## src/rtl/wrint_pkg.sv

```systemverilog
`timescale 1ns/1ps
package wrint_pkg;

   // Decision taken on a read command in the current cycle.
   typedef struct packed {
      logic accept;   // read cuts the active write burst
      logic reject;   // read refused; write left untouched
   } rd_verdict_t;

   // Number of one-clock data slots for a burst code (two beats per slot).
   function automatic int unsigned slots_for_code(input int unsigned code);
      return (code == 0) ? 0 : (32'd1 << (code - 1));
   endfunction

endpackage

```

## src/rtl/wrint_burst_track.sv

```systemverilog
`timescale 1ns/1ps
module wrint_burst_track
   import wrint_pkg::*;
#(
   parameter int BL_CODE_W = 2,
   parameter int SLOT_W    = 3,
   parameter int HOLD      = 1
) (
   input  logic                 clk,
   input  logic                 rst_n,
   input  logic                 start,
   input  logic                 cut,
   input  logic [BL_CODE_W-1:0] bl_code,
   output logic                 active,
   output logic                 first,
   output logic                 masked
);

   logic [SLOT_W-1:0] rem_q;
   logic [SLOT_W-1:0] load_val;
   logic [SLOT_W-1:0] rem_after_cut;
   logic              first_q;
   logic              mask_q;

   assign load_val = SLOT_W'(slots_for_code(int'(bl_code)));

   generate
      if (HOLD == 0) begin : g_drop_all
         // Read latency leaves no slot to drive after the read.
         assign rem_after_cut = '0;
      end else begin : g_keep_hold
         localparam logic [SLOT_W-1:0] HOLD_V = SLOT_W'(HOLD);
         logic [SLOT_W-1:0] dec;
         assign dec           = rem_q - SLOT_W'(1);
         assign rem_after_cut = (dec < HOLD_V) ? dec : HOLD_V;
      end
   endgenerate

   always_ff @(posedge clk) begin
      if (!rst_n) begin
         rem_q   <= '0;
         first_q <= 1'b0;
         mask_q  <= 1'b0;
      end else if (start) begin
         rem_q   <= load_val;
         first_q <= (load_val != '0);
         mask_q  <= 1'b0;
      end else if (cut) begin
         rem_q   <= rem_after_cut;
         first_q <= 1'b0;
         mask_q  <= (rem_after_cut != '0);
      end else begin
         rem_q   <= (rem_q != '0) ? rem_q - SLOT_W'(1) : '0;
         first_q <= 1'b0;
         mask_q  <= mask_q && (rem_q > SLOT_W'(1));
      end
   end

   assign active = (rem_q != '0);
   assign first  = first_q;
   assign masked = mask_q;

endmodule

```

## src/rtl/wrint_rd_arbiter.sv

```systemverilog
`timescale 1ns/1ps
module wrint_rd_arbiter
   import wrint_pkg::*;
(
   input  logic        rd_cmd,
   input  logic        wr_cmd,
   input  logic        active,
   input  logic        first,
   input  logic        intr_en,
   output rd_verdict_t verdict
);

   logic clash;

   // A read clashes with a write issued alongside it, with the first slot
   // of a burst, or with any slot when interrupts are switched off.
   always_comb begin
      clash          = wr_cmd || (active && (first || !intr_en));
      verdict.reject = rd_cmd && clash;
      verdict.accept = rd_cmd && active && !clash;
   end

endmodule

```

## src/rtl/wrint_dm_gen.sv

```systemverilog
`timescale 1ns/1ps
module wrint_dm_gen #(
   parameter int BEATS = 2,
   parameter int LANES = 2
) (
   input  logic                   drive,
   input  logic                   mask_all,
   input  logic [BEATS-1:0]       vld,
   output logic [BEATS*LANES-1:0] dm
);

   generate
      for (genvar b = 0; b < BEATS; b++) begin : g_beat
         logic beat_mask;
         assign beat_mask = drive && (mask_all || !vld[b]);
         for (genvar l = 0; l < LANES; l++) begin : g_lane
            assign dm[b*LANES + l] = beat_mask;
         end
      end
   endgenerate

endmodule

```

## src/rtl/wrint_mask_ctrl.sv

```systemverilog
`timescale 1ns/1ps
module wrint_mask_ctrl
   import wrint_pkg::*;
#(
   parameter int LANES     = 2,
   parameter int BEATS     = 2,
   parameter int CAS_LAT   = 3,
   parameter int BL_CODE_W = 2
) (
   input  logic                   clk,
   input  logic                   rst_n,
   input  logic                   intr_en,
   input  logic [BL_CODE_W-1:0]   bl_code,
   input  logic                   wr_cmd,
   input  logic                   rd_cmd,
   input  logic [BEATS-1:0]       wdat_vld,
   output logic [BEATS*LANES-1:0] dm_o,
   output logic                   oe_o,
   output logic                   rej_o
);

   localparam int MAX_SLOTS = 1 << ((1 << BL_CODE_W) - 2);
   localparam int SLOT_W    = $clog2(MAX_SLOTS + 1);
   localparam int HOLD      = CAS_LAT - 2;

   generate
      if (BEATS != 2) begin : g_bad_beats
         $error("wrint_mask_ctrl: two beats per clock required");
      end
      if (LANES < 1) begin : g_bad_lanes
         $error("wrint_mask_ctrl: LANES must be at least 1");
      end
      if (BL_CODE_W < 1 || BL_CODE_W > 4) begin : g_bad_code
         $error("wrint_mask_ctrl: BL_CODE_W out of range 1..4");
      end
      if (CAS_LAT < 2) begin : g_bad_lat
         $error("wrint_mask_ctrl: CAS_LAT must leave one idle clock");
      end
      if (HOLD > MAX_SLOTS) begin : g_bad_hold
         $error("wrint_mask_ctrl: hold window exceeds longest burst");
      end
   endgenerate

   logic        active;
   logic        first;
   logic        masked;
   rd_verdict_t verdict;

   wrint_burst_track #(
      .BL_CODE_W (BL_CODE_W),
      .SLOT_W    (SLOT_W),
      .HOLD      (HOLD)
   ) u_track (
      .clk     (clk),
      .rst_n   (rst_n),
      .start   (wr_cmd),
      .cut     (verdict.accept),
      .bl_code (bl_code),
      .active  (active),
      .first   (first),
      .masked  (masked)
   );

   wrint_rd_arbiter u_arb (
      .rd_cmd  (rd_cmd),
      .wr_cmd  (wr_cmd),
      .active  (active),
      .first   (first),
      .intr_en (intr_en),
      .verdict (verdict)
   );

   wrint_dm_gen #(
      .BEATS (BEATS),
      .LANES (LANES)
   ) u_dm (
      .drive    (active),
      .mask_all (masked || verdict.accept),
      .vld      (wdat_vld),
      .dm       (dm_o)
   );

   assign oe_o  = active;
   assign rej_o = verdict.reject;

endmodule

```

## config.mk

```make
export PLATFORM = sky130hd
export DESIGN_NAME = wrint_mask_ctrl
export DESIGN_NICKNAME = d
export VERILOG_FILES = /design/src/rtl/wrint_pkg.sv /design/src/rtl/wrint_burst_track.sv /design/src/rtl/wrint_rd_arbiter.sv /design/src/rtl/wrint_dm_gen.sv /design/src/rtl/wrint_mask_ctrl.sv
export SDC_FILE = /design/constraint.sdc
export NUM_CORES = 1
export LEC_CHECK = 0
export BUFFER_PORTS_ARGS = -buffer_cell sky130_fd_sc_hd__buf_2
export CORE_AREA = 4 4 41 43
export CTS_CLUSTER_SIZE = 40
export DETAILED_ROUTE_END_ITERATION = 6
export DIE_AREA = 0 0 45 47
export PLACE_DENSITY = 0.49
export SLEW_MARGIN = 20
export SYNTH_ARGS = -nofsm -noshare
export SYNTH_HDL_FRONTEND = slang
export SYNTH_SLANG_ARGS = --single-unit
```

## constraint.sdc

```tcl
create_clock -name clk -period 3.53 [get_ports clk]
set_clock_uncertainty 0.2 [all_clocks]
set_input_delay 0.1765 -clock clk [delete_from_list [all_inputs] [get_ports clk]]
set_output_delay 0.1765 -clock clk [all_outputs]
set_load 0.01 [all_outputs]
```

* After elaboration in Yosys (flattened, before gate mapping) *
Cells that the tools add are included.

word-level totals
  input port bits = 9
  register bits after elaboration = 5
  output and inout port bits = 6

cells by class
  order comparisons = 2
  $add $sub $neg = 2
  mux-type cells = 6
  reductions and logical operators = 22
  shift-type cells = 1
  bitwise logic cells = 1

operators by type and width
  operator                                                       number
  left shift 1 x 32 -> 3 bit, first input constant               1
  two-way mux 3 bit                                              5
  nonzero test 3 bit                                             3
  logical AND 1 bit                                              7
  logical OR 1 bit                                               5
  zero test 1 bit                                                4
  greater-than comparator 3 x 1 -> 1 bit, second input constant  1
  less-than comparator 3 x 1 -> 1 bit, second input constant     1
  subtractor 2 x 1 -> 3 bit, second input constant               1
  subtractor 3 x 1 -> 3 bit, second input constant               1
  zero test 2 bit                                                1
  AND reduction 2 bit                                            1
  OR reduction 2 bit                                             1
  two-way mux 1 bit                                              1
  inverter 1 bit                                                 1

* Logic depth before layout (Yosys ltp) *
Gate-level depths: netlist of the first run.

  word-level depth = 9
  mapped depth = 7
  depth with buffers taken out = 6

* Modules after synthesis *
A second synthesis of the first run with hierarchy kept.

second synthesis, totals
  cells, all modules = 49
  area, all modules = 416.6 µm²

by module, submodules not included
  module             cells each  seq. area each (µm²)  times used  area each (µm²)
  wrint_burst_track  36          100.1                 1           322.8
  wrint_dm_gen       7           0.0                   1           48.8
  wrint_rd_arbiter   5           0.0                   1           38.8
  wrint_mask_ctrl    1           0.0                   1           6.3

* Worst setup path after synthesis of the first run *
No wires, ideal clock.

  kind = reg-to-output
  from = register u_track.rem_q[0]
  to = output dm_o[0]
  slack = 1754 ps
  buffers on the path = 1
  cell stages (with the launch flop) = 8
  data required time = 3154 ps
  arrival time = 1400 ps
  path through = dfxtp_1 -> inv_1 -> ha_1 -> nor2b_1 -> inv_1 -> a21oi_1 -> a21oi_1 -> buf_4

on the way
  longest elaborated chain between the ends = 8

ends and longest elaborated chain
  what                    line                     source
  start, declared         wrint_burst_track.sv:19  logic [SLOT_W-1:0] rem_q;
  start signal, assigned  wrint_burst_track.sv:45  rem_q <= load_val;
  start signal, assigned  wrint_burst_track.sv:49  rem_q <= rem_after_cut;
  start signal, assigned  wrint_burst_track.sv:53  rem_q <= (rem_q != '0) ? rem_q - SLOT_W'(1) : '0;
  nonzero test 3 bit *    wrint_burst_track.sv:59  assign active = (rem_q != '0);
  named net oe_o          wrint_mask_ctrl.sv:18    output logic oe_o,
  logical AND 1 bit       wrint_rd_arbiter.sv:18   clash = wr_cmd || (active && (first || !intr_en));
  logical OR 1 bit        wrint_rd_arbiter.sv:18
  zero test 1 bit         wrint_rd_arbiter.sv:20   verdict.accept = rd_cmd && active && !clash;
  logical AND 1 bit       wrint_rd_arbiter.sv:20
  logical OR 1 bit        wrint_mask_ctrl.sv:78    .mask_all (masked || verdict.accept),
  logical OR 1 bit        wrint_dm_gen.sv:15       assign beat_mask = drive && (mask_all || !vld[b]);
  logical AND 1 bit *     wrint_dm_gen.sv:15
  end, declared           wrint_mask_ctrl.sv:17    output logic [BEATS*LANES-1:0] dm_o,

The timed path passes the listed nets; every way through them passes the cells marked *.

* Final worst setup path of the first run *
  from = register u_track.rem_q[0]
  to = output dm_o[2]

on the way
  longest elaborated chain between the ends = 8

ends and longest elaborated chain
  what                  line
  nonzero test 3 bit *  wrint_burst_track.sv:59
  logical AND 1 bit     wrint_rd_arbiter.sv:18
  logical OR 1 bit      wrint_rd_arbiter.sv:18
  zero test 1 bit       wrint_rd_arbiter.sv:20
  logical AND 1 bit     wrint_rd_arbiter.sv:20
  logical OR 1 bit      wrint_mask_ctrl.sv:78
  logical OR 1 bit      wrint_dm_gen.sv:15
  logical AND 1 bit *   wrint_dm_gen.sv:15

Mark *: on every way between the ends. The rest lies on a longest branch, timed or not.

==> reports/qor.txt, run 1 <==
status - complete, no violations
final setup vio count - 0
Num CTS Buffers - 3
Post-DP HPWL - 595.9 um
setup repair after global routing missed its margin - no
Slew Viols, Final - 0
Syn Std Cell Area - 372.9 um2
Routed WL per cell - 11.34 um
Syn Inst Count - 43
total power - 188.0 uW
Die W - 45 um
nets - 72
Yosys warnings - 0
PD cells - 393.4 nW/um2
Post-Place Setup Slack - 1603 ps
IO Pins - 15
Synth cell types - 22
H-Tree Depth - 1
CTS tree - yes
period utilization - 62.70%
Min Clock Period, post-route - 2213 ps
DR vias - 367
Final Hold Vio Count - 0
CTS resizes - 0
# Post-CTS Setup Buffers - 0
initial core utilization - 28.65%
Post-DP Area - 431.7 um2
PortBufs - 14
initial antenna violation count - 0
top-count cell post-synth - inv_1
clock sink total - 5
M1 WL - 331 um
critical path launch point type - flop
largest net degree at the start of global routing - 8
Avg Inst Size Synth - 8.671 um2
diode count - 0
Top FF cell, synth - dfxtp_1
Max Clock Freq - 0.4518 GHz
Synth top area share - 26.85%
class of the worst hold path - input port to flop
syn_nets - 55
layout cell share with drive strength beyond 1 - 33.90%
maximum VDD drop - 0.2456 mV
clk root buf - clkbuf_4
CTS Hold Bufs - 2
Final WS setup - 1317 ps
Final Instance Area - 478.0 um2
CP Max Fanout - 6
worst-skew pair later-pin latency - 250 ps
vias in the first global route - 331
required time of the critical path - 3150 ps
Post-synth EDFFs - 0
Area Overhead vs Synth - 28.19%
Worst Setup End Kind - output port
synth top area cells - dfxtp_1, ha_1, buf_4
TritonRoute pass-1 iters - 2
gpl congestion - 0.7229
Max-slew headroom - 74.27%
Worst Path Arrival - 1840 ps
LEAKAGE - 0.2255 nW
ys async rst share - 0%
Seq cells post-synth - 5
setup_tns - 0 ps
DRC Markers - 0
max cap viols - 0
WL final - 839 um
total global routing overflow - 0
top cell type by total area after synthesis - dfxtp_1
Routed met3 length - 65 um
Core Rows - 13
Iteration-0 DRC Markers - 4
first-pass GRT wire length - 1331 um
synth cell count leaders - inv_1, dfxtp_1, a21oi_1, buf_4
Final ANT Viol Nets - 0
GRT Total Usage - 9.501%
total core area - 1301 um2
chip height - 47 um
DIE AREA - 2115 um2
Reg clk slew, reported paths - 50 ps
sequential area share after synthesis - 26.85%
kind of critical path - flop to output port
CTS max path bufs - 2
top sig layer - met4
Via density - 4.959
measured slew at the worst slew-check pin - 385.2 ps
met2 routed WL - 424 um
## worst max-delay path, cell delays in order (launching register included)
cell     delay, ps
dfxtp_1        330
inv_1          110
ha_1           150
nor2b_1        340
inv_1          200
a21oi_1        200
a21oi_1        100
buf_2          160
## kinds of logic (layout without fill, tap and decap cells)
logic type / count (synthesis) / in the layout / share of synthesized area [%]
fa+ha+maj: 3 / 3 / 10.07
flops: 5 / 5 / 26.85
buf+inv: 10 / 26 / 14.09
compound gates: 11 / 11 / 19.47
xor+xnor: 1 / 1 / 2.349
simple gates: 13 / 13 / 27.19
## layer usage
layer  track usage [%]  up-vias
met5                 0        -
met4             5.263        0
met3             5.747        5
met2             14.97        9
met1             9.840      167
li1                  -      186
## final timing paths
check                               from                          end  slack (ps)  cells past startpoint
max          u_track.rem_q[0]$_SDFF_PN0_                      dm_o[2]        1320                      7
min                                rst_n     u_track.first$_SDFF_PN0_          20                      2
max reg2reg  u_track.rem_q[0]$_SDFF_PN0_  u_track.rem_q[1]$_SDFF_PN0_        1810                      5
min reg2reg  u_track.rem_q[0]$_SDFF_PN0_    u_track.masked$_SDFF_PP0_         310                      1
## cell type report
type                            instances  area (um2)
Fill cell                             142       823.3
Multi-Input combinational cell         28       220.2
Sequential cell                         5       100.1
Timing Repair Buffer                   16       90.09
Clock buffer                            4       26.28
Inverter                                6       22.52
Tap cell                               15       18.77
## layout by cell type (no fill, tap or decap), drive strengths merged
cell / netlist / final
nor4b: 1 / 1
or3: 1 / 1
or2b: 1 / 1
a21oi: 4 / 4
xor2: 1 / 1
and2b: 1 / 1
dlygate4sd3: 0 / 2
inv: 6 / 6
o21ai: 2 / 2
o211a: 1 / 1
a211oi: 1 / 1
clkbuf: 0 / 4
or4: 1 / 1
and4bb: 1 / 1
dfxtp: 5 / 5
ha: 3 / 3
nand4b: 2 / 2
o2111ai: 1 / 1
nand2b: 1 / 1
nand3: 3 / 3
nor2b: 1 / 1
o21a: 1 / 1
a32oi: 1 / 1
buf: 4 / 14
## state kept, by name (all words and copies together), names as in the netlist
name / flops
u_track.first: 1
u_track.rem_q: 3
u_track.masked: 1
## power breakdown
part | internal, mW | switching, mW | total, mW
Sequential | 0.0604 | 0.00293 | 0.0633
Combinational | 0.0238 | 0.0319 | 0.0557
Clock | 0.0429 | 0.0261 | 0.0690
Total | 0.127 | 0.0609 | 0.188
## per-stage QoR
stage          hold WS (ps)  cells  utilization (%)
2_1_floorplan         87.70     43                -
3_3_place_gp          239.1     68            33.17
3_5_place_dp          226.0     68            33.17
4_1_cts               11.69     74            36.73
5_1_grt               20.16     74            36.73
6_report              15.26     74            36.73
Note: power is estimated with default switching activity, not from simulation.
==> inputs of run 2 (changes only) <==
--- a/config.mk
+++ b/config.mk
@@ -5,12 +5,13 @@
 export SDC_FILE = /design/constraint.sdc
 export NUM_CORES = 1
 export LEC_CHECK = 0
+export ABC_AREA = 1
 export BUFFER_PORTS_ARGS = -buffer_cell sky130_fd_sc_hd__buf_2
 export CORE_AREA = 4 4 41 43
 export CTS_CLUSTER_SIZE = 40
 export DETAILED_ROUTE_END_ITERATION = 6
 export DIE_AREA = 0 0 45 47
-export PLACE_DENSITY = 0.49
+export PLACE_DENSITY = 0.55
 export SLEW_MARGIN = 20
 export SYNTH_ARGS = -nofsm -noshare
 export SYNTH_HDL_FRONTEND = slang
==> constraint.sdc (replaced) <==
create_clock -name clk -period 1.8 [get_ports clk]
set_clock_uncertainty 0.2 [all_clocks]
set_input_delay 0.09 -clock clk [delete_from_list [all_inputs] [get_ports clk]]
set_output_delay 0.09 -clock clk [all_outputs]
set_load 0.01 [all_outputs]
==> reports/qor.txt, run 2 <==
GRT Total Usage - 8.373%
status - complete, no violations
initial core utilization - 31.92%
Yosys warnings - 0
Seq cells post-synth - 5
H-Tree Depth - 1
Syn Std Cell Area - 415.4 um2
Reg clk slew, reported paths - 40 ps
class of the worst hold path - input port to flop
TritonRoute pass-1 iters - 4
synth cell count leaders - inv_1, nand2_1, dfxtp_1
largest net degree at the start of global routing - 7
Iteration-0 DRC Markers - 7
syn_nets - 69
max cap viols - 0
maximum VDD drop - 0.2592 mV
Post-Place Setup Slack - 215.6 ps
most frequent cells in the layout - buf_2, inv_1, nand2_1, dlygate4sd3_1
non-filler cells in the finished layout - 91
nets - 89
total core area - 1301 um2
CP Max Fanout - 6
HP Start - rd_cmd
Largest Register - u_track.rem_q
Via density - 4.385
diode count - 0
Num CTS Buffers - 3
Core Rows - 13
Hold Path Stages - 4
Post-synth EDFFs - 0
Int Pwr - 263.9 uW
Final WS setup - 116.9 ps
Clk pwr share - 33.4%
initial antenna violation count - 0
Critical path origin - u_track.rem_q[0]$_SDFF_PN0_
Final Hold Vio Count - 0
ys async rst share - 0%
CTS tree - yes
critical path launch point type - flop
flop-to-flop setup slack - 440 ps
total power - 390.6 uW
Comb pwr share - 34.2%
worst reg2reg endpoint - u_track.rem_q[0]$_SDFF_PN0_
cell breakdown of the critical path - inv_1 > ha_2 > nand2_8 > nand4_4 > nand3_1 > nand2_1 > inv_1 > buf_2
DRC Markers - 0
synth top area cells - dfxtp_1, ha_1, inv_1
max FFs per register - 3
Worst Path Arrival - 1390 ps
Avg Inst Size Synth - 7.288 um2
Top cell by count, worst path - inv_1
period utilization - 93.50%
clock sink total - 5
gpl congestion - 0.7525
leading cell type in the layout, fill and taps excluded - buf_2
Slew Viols, Final - 0
Synth top area share - 24.10%
largest stage delay on the critical path - 360 ps
Layout Utilization - 42.79%
setup_tns - 0 ps
layout cell share with drive strength beyond 1 - 38.16%
Fill cells - 156
sw frac - 32.43%
setup repair after global routing missed its margin - no
worst-skew pair later-pin latency - 240 ps
vias in the first global route - 333
worst hold slack - 39.19 ps
PortBufs - 14
Area Overhead vs Synth - 34.04%
total global routing overflow - 0
Crit-path slowest cell - dfxtp_4
Reg2Reg Depth - 6
Min Clock Period, post-route - 1683 ps
WL final - 779 um
sw power - 126.7 uW
worst reg2reg startpoint - u_track.rem_q[0]$_SDFF_PN0_
Post-DP HPWL - 636.8 um
Syn Inst Count - 57
post-placement cell count - 82
PD cells - 701.5 nW/um2
Max-slew headroom - 86.31%
chip height - 47 um
# Post-CTS Setup Buffers - 0
CTS max path bufs - 2
worst setup path end - dm_o[3]
top cell type by total area after synthesis - dfxtp_1
sequential power share - 32.4%
required time of the critical path - 1510 ps
final setup vio count - 0
Worst Setup End Kind - output port
Max Clock Freq - 0.5942 GHz
clk root buf - clkbuf_4
Post-DP Area - 474.2 um2
DR vias - 399
first-pass GRT wire length - 1248 um
Final Instance Area - 556.8 um2
LEAKAGE - 0.2936 nW
Top FF cell, synth - dfxtp_1
measured slew at the worst slew-check pin - 203.9 ps
Final ANT Viol Nets - 0
kind of critical path - flop to output port
Die W - 45 um
Routed WL per cell - 8.560 um
IO Pins - 15
sequential area share after synthesis - 24.10%
Synth cell types - 20
DIE AREA - 2115 um2
==> run 2: metal layers <==
layer	routed length (um)	up-vias	part of all wire (%)	global-route usage, %
met4	13	0	1.7	7.018
met3	91	2	12	2.682
met2	360	18	46	12.99
met1	314	169	40	9.318
met5	0	-	0	0
li1	-	210	-	-
==> run 2: cell families (layout without fill, tap and decap cells) <==
family	count (synthesis)	in the layout	share of synthesized area, %
adders and majority gates	3	3	9.037
buffers and inverters	18	37	19.88
xor gates and xnor gates	1	1	2.109
AOI/OAI and AO/OA	8	8	12.05
and+or+nand+nor	22	22	32.83
DFF	5	5	24.10
==> run 2: repair_timing <==
action / in CTS / in global routing
cloned: 0 / 0
resized for setup: 1 / 2
endpoints found under the hold margin: 4 / 0
pin swaps: 0 / 1
setup endpoints to repair: 4 / 5
hold buffers: 5 / 0
==> run 2: how the worst min path moves through the flow <==
stage                                       end  slack, ps
detailed placement  u_track.rem_q[1]$_SDFF_PN0_        110
global route        u_track.rem_q[2]$_SDFF_PN0_         60
global placement    u_track.rem_q[1]$_SDFF_PN0_        110
floorplan           u_track.rem_q[1]$_SDFF_PN0_        -10
CTS                 u_track.rem_q[2]$_SDFF_PN0_         30
finish              u_track.rem_q[2]$_SDFF_PN0_         40
==> run 2: final cells by class <==
class | count | area, um2 | area share (%)
multi-input combinational | 34 | 235.2 | 42.25
tap | 15 | 18.77 | 3.371
inverter | 14 | 52.55 | 9.438
clock buffer | 4 | 26.28 | 4.719
timing repair buffer | 19 | 120.1 | 21.57
sequential | 5 | 103.9 | 18.65
==> run 2: power by group through the flow <==
stage | sequential, mW | clock (mW) | combinational, mW
floorplan | 0.127 | 0 | 0.101
global placement | 0.128 | 0 | 0.126
detailed placement | 0.128 | 0 | 0.126
CTS | 0.127 | 0.136 | 0.134
global route | 0.127 | 0.141 | 0.148
finish | 0.127 | 0.131 | 0.133
==> run 2: worst max-delay path, delay by kind of cell, from the launching register on <==
kind / cells / cell delay, ps
adder cells (fa/ha/maj): 1 / 210
AND/OR/NAND/NOR: 4 / 360
flip-flops: 1 / 360
buffers and inverters: 3 / 230
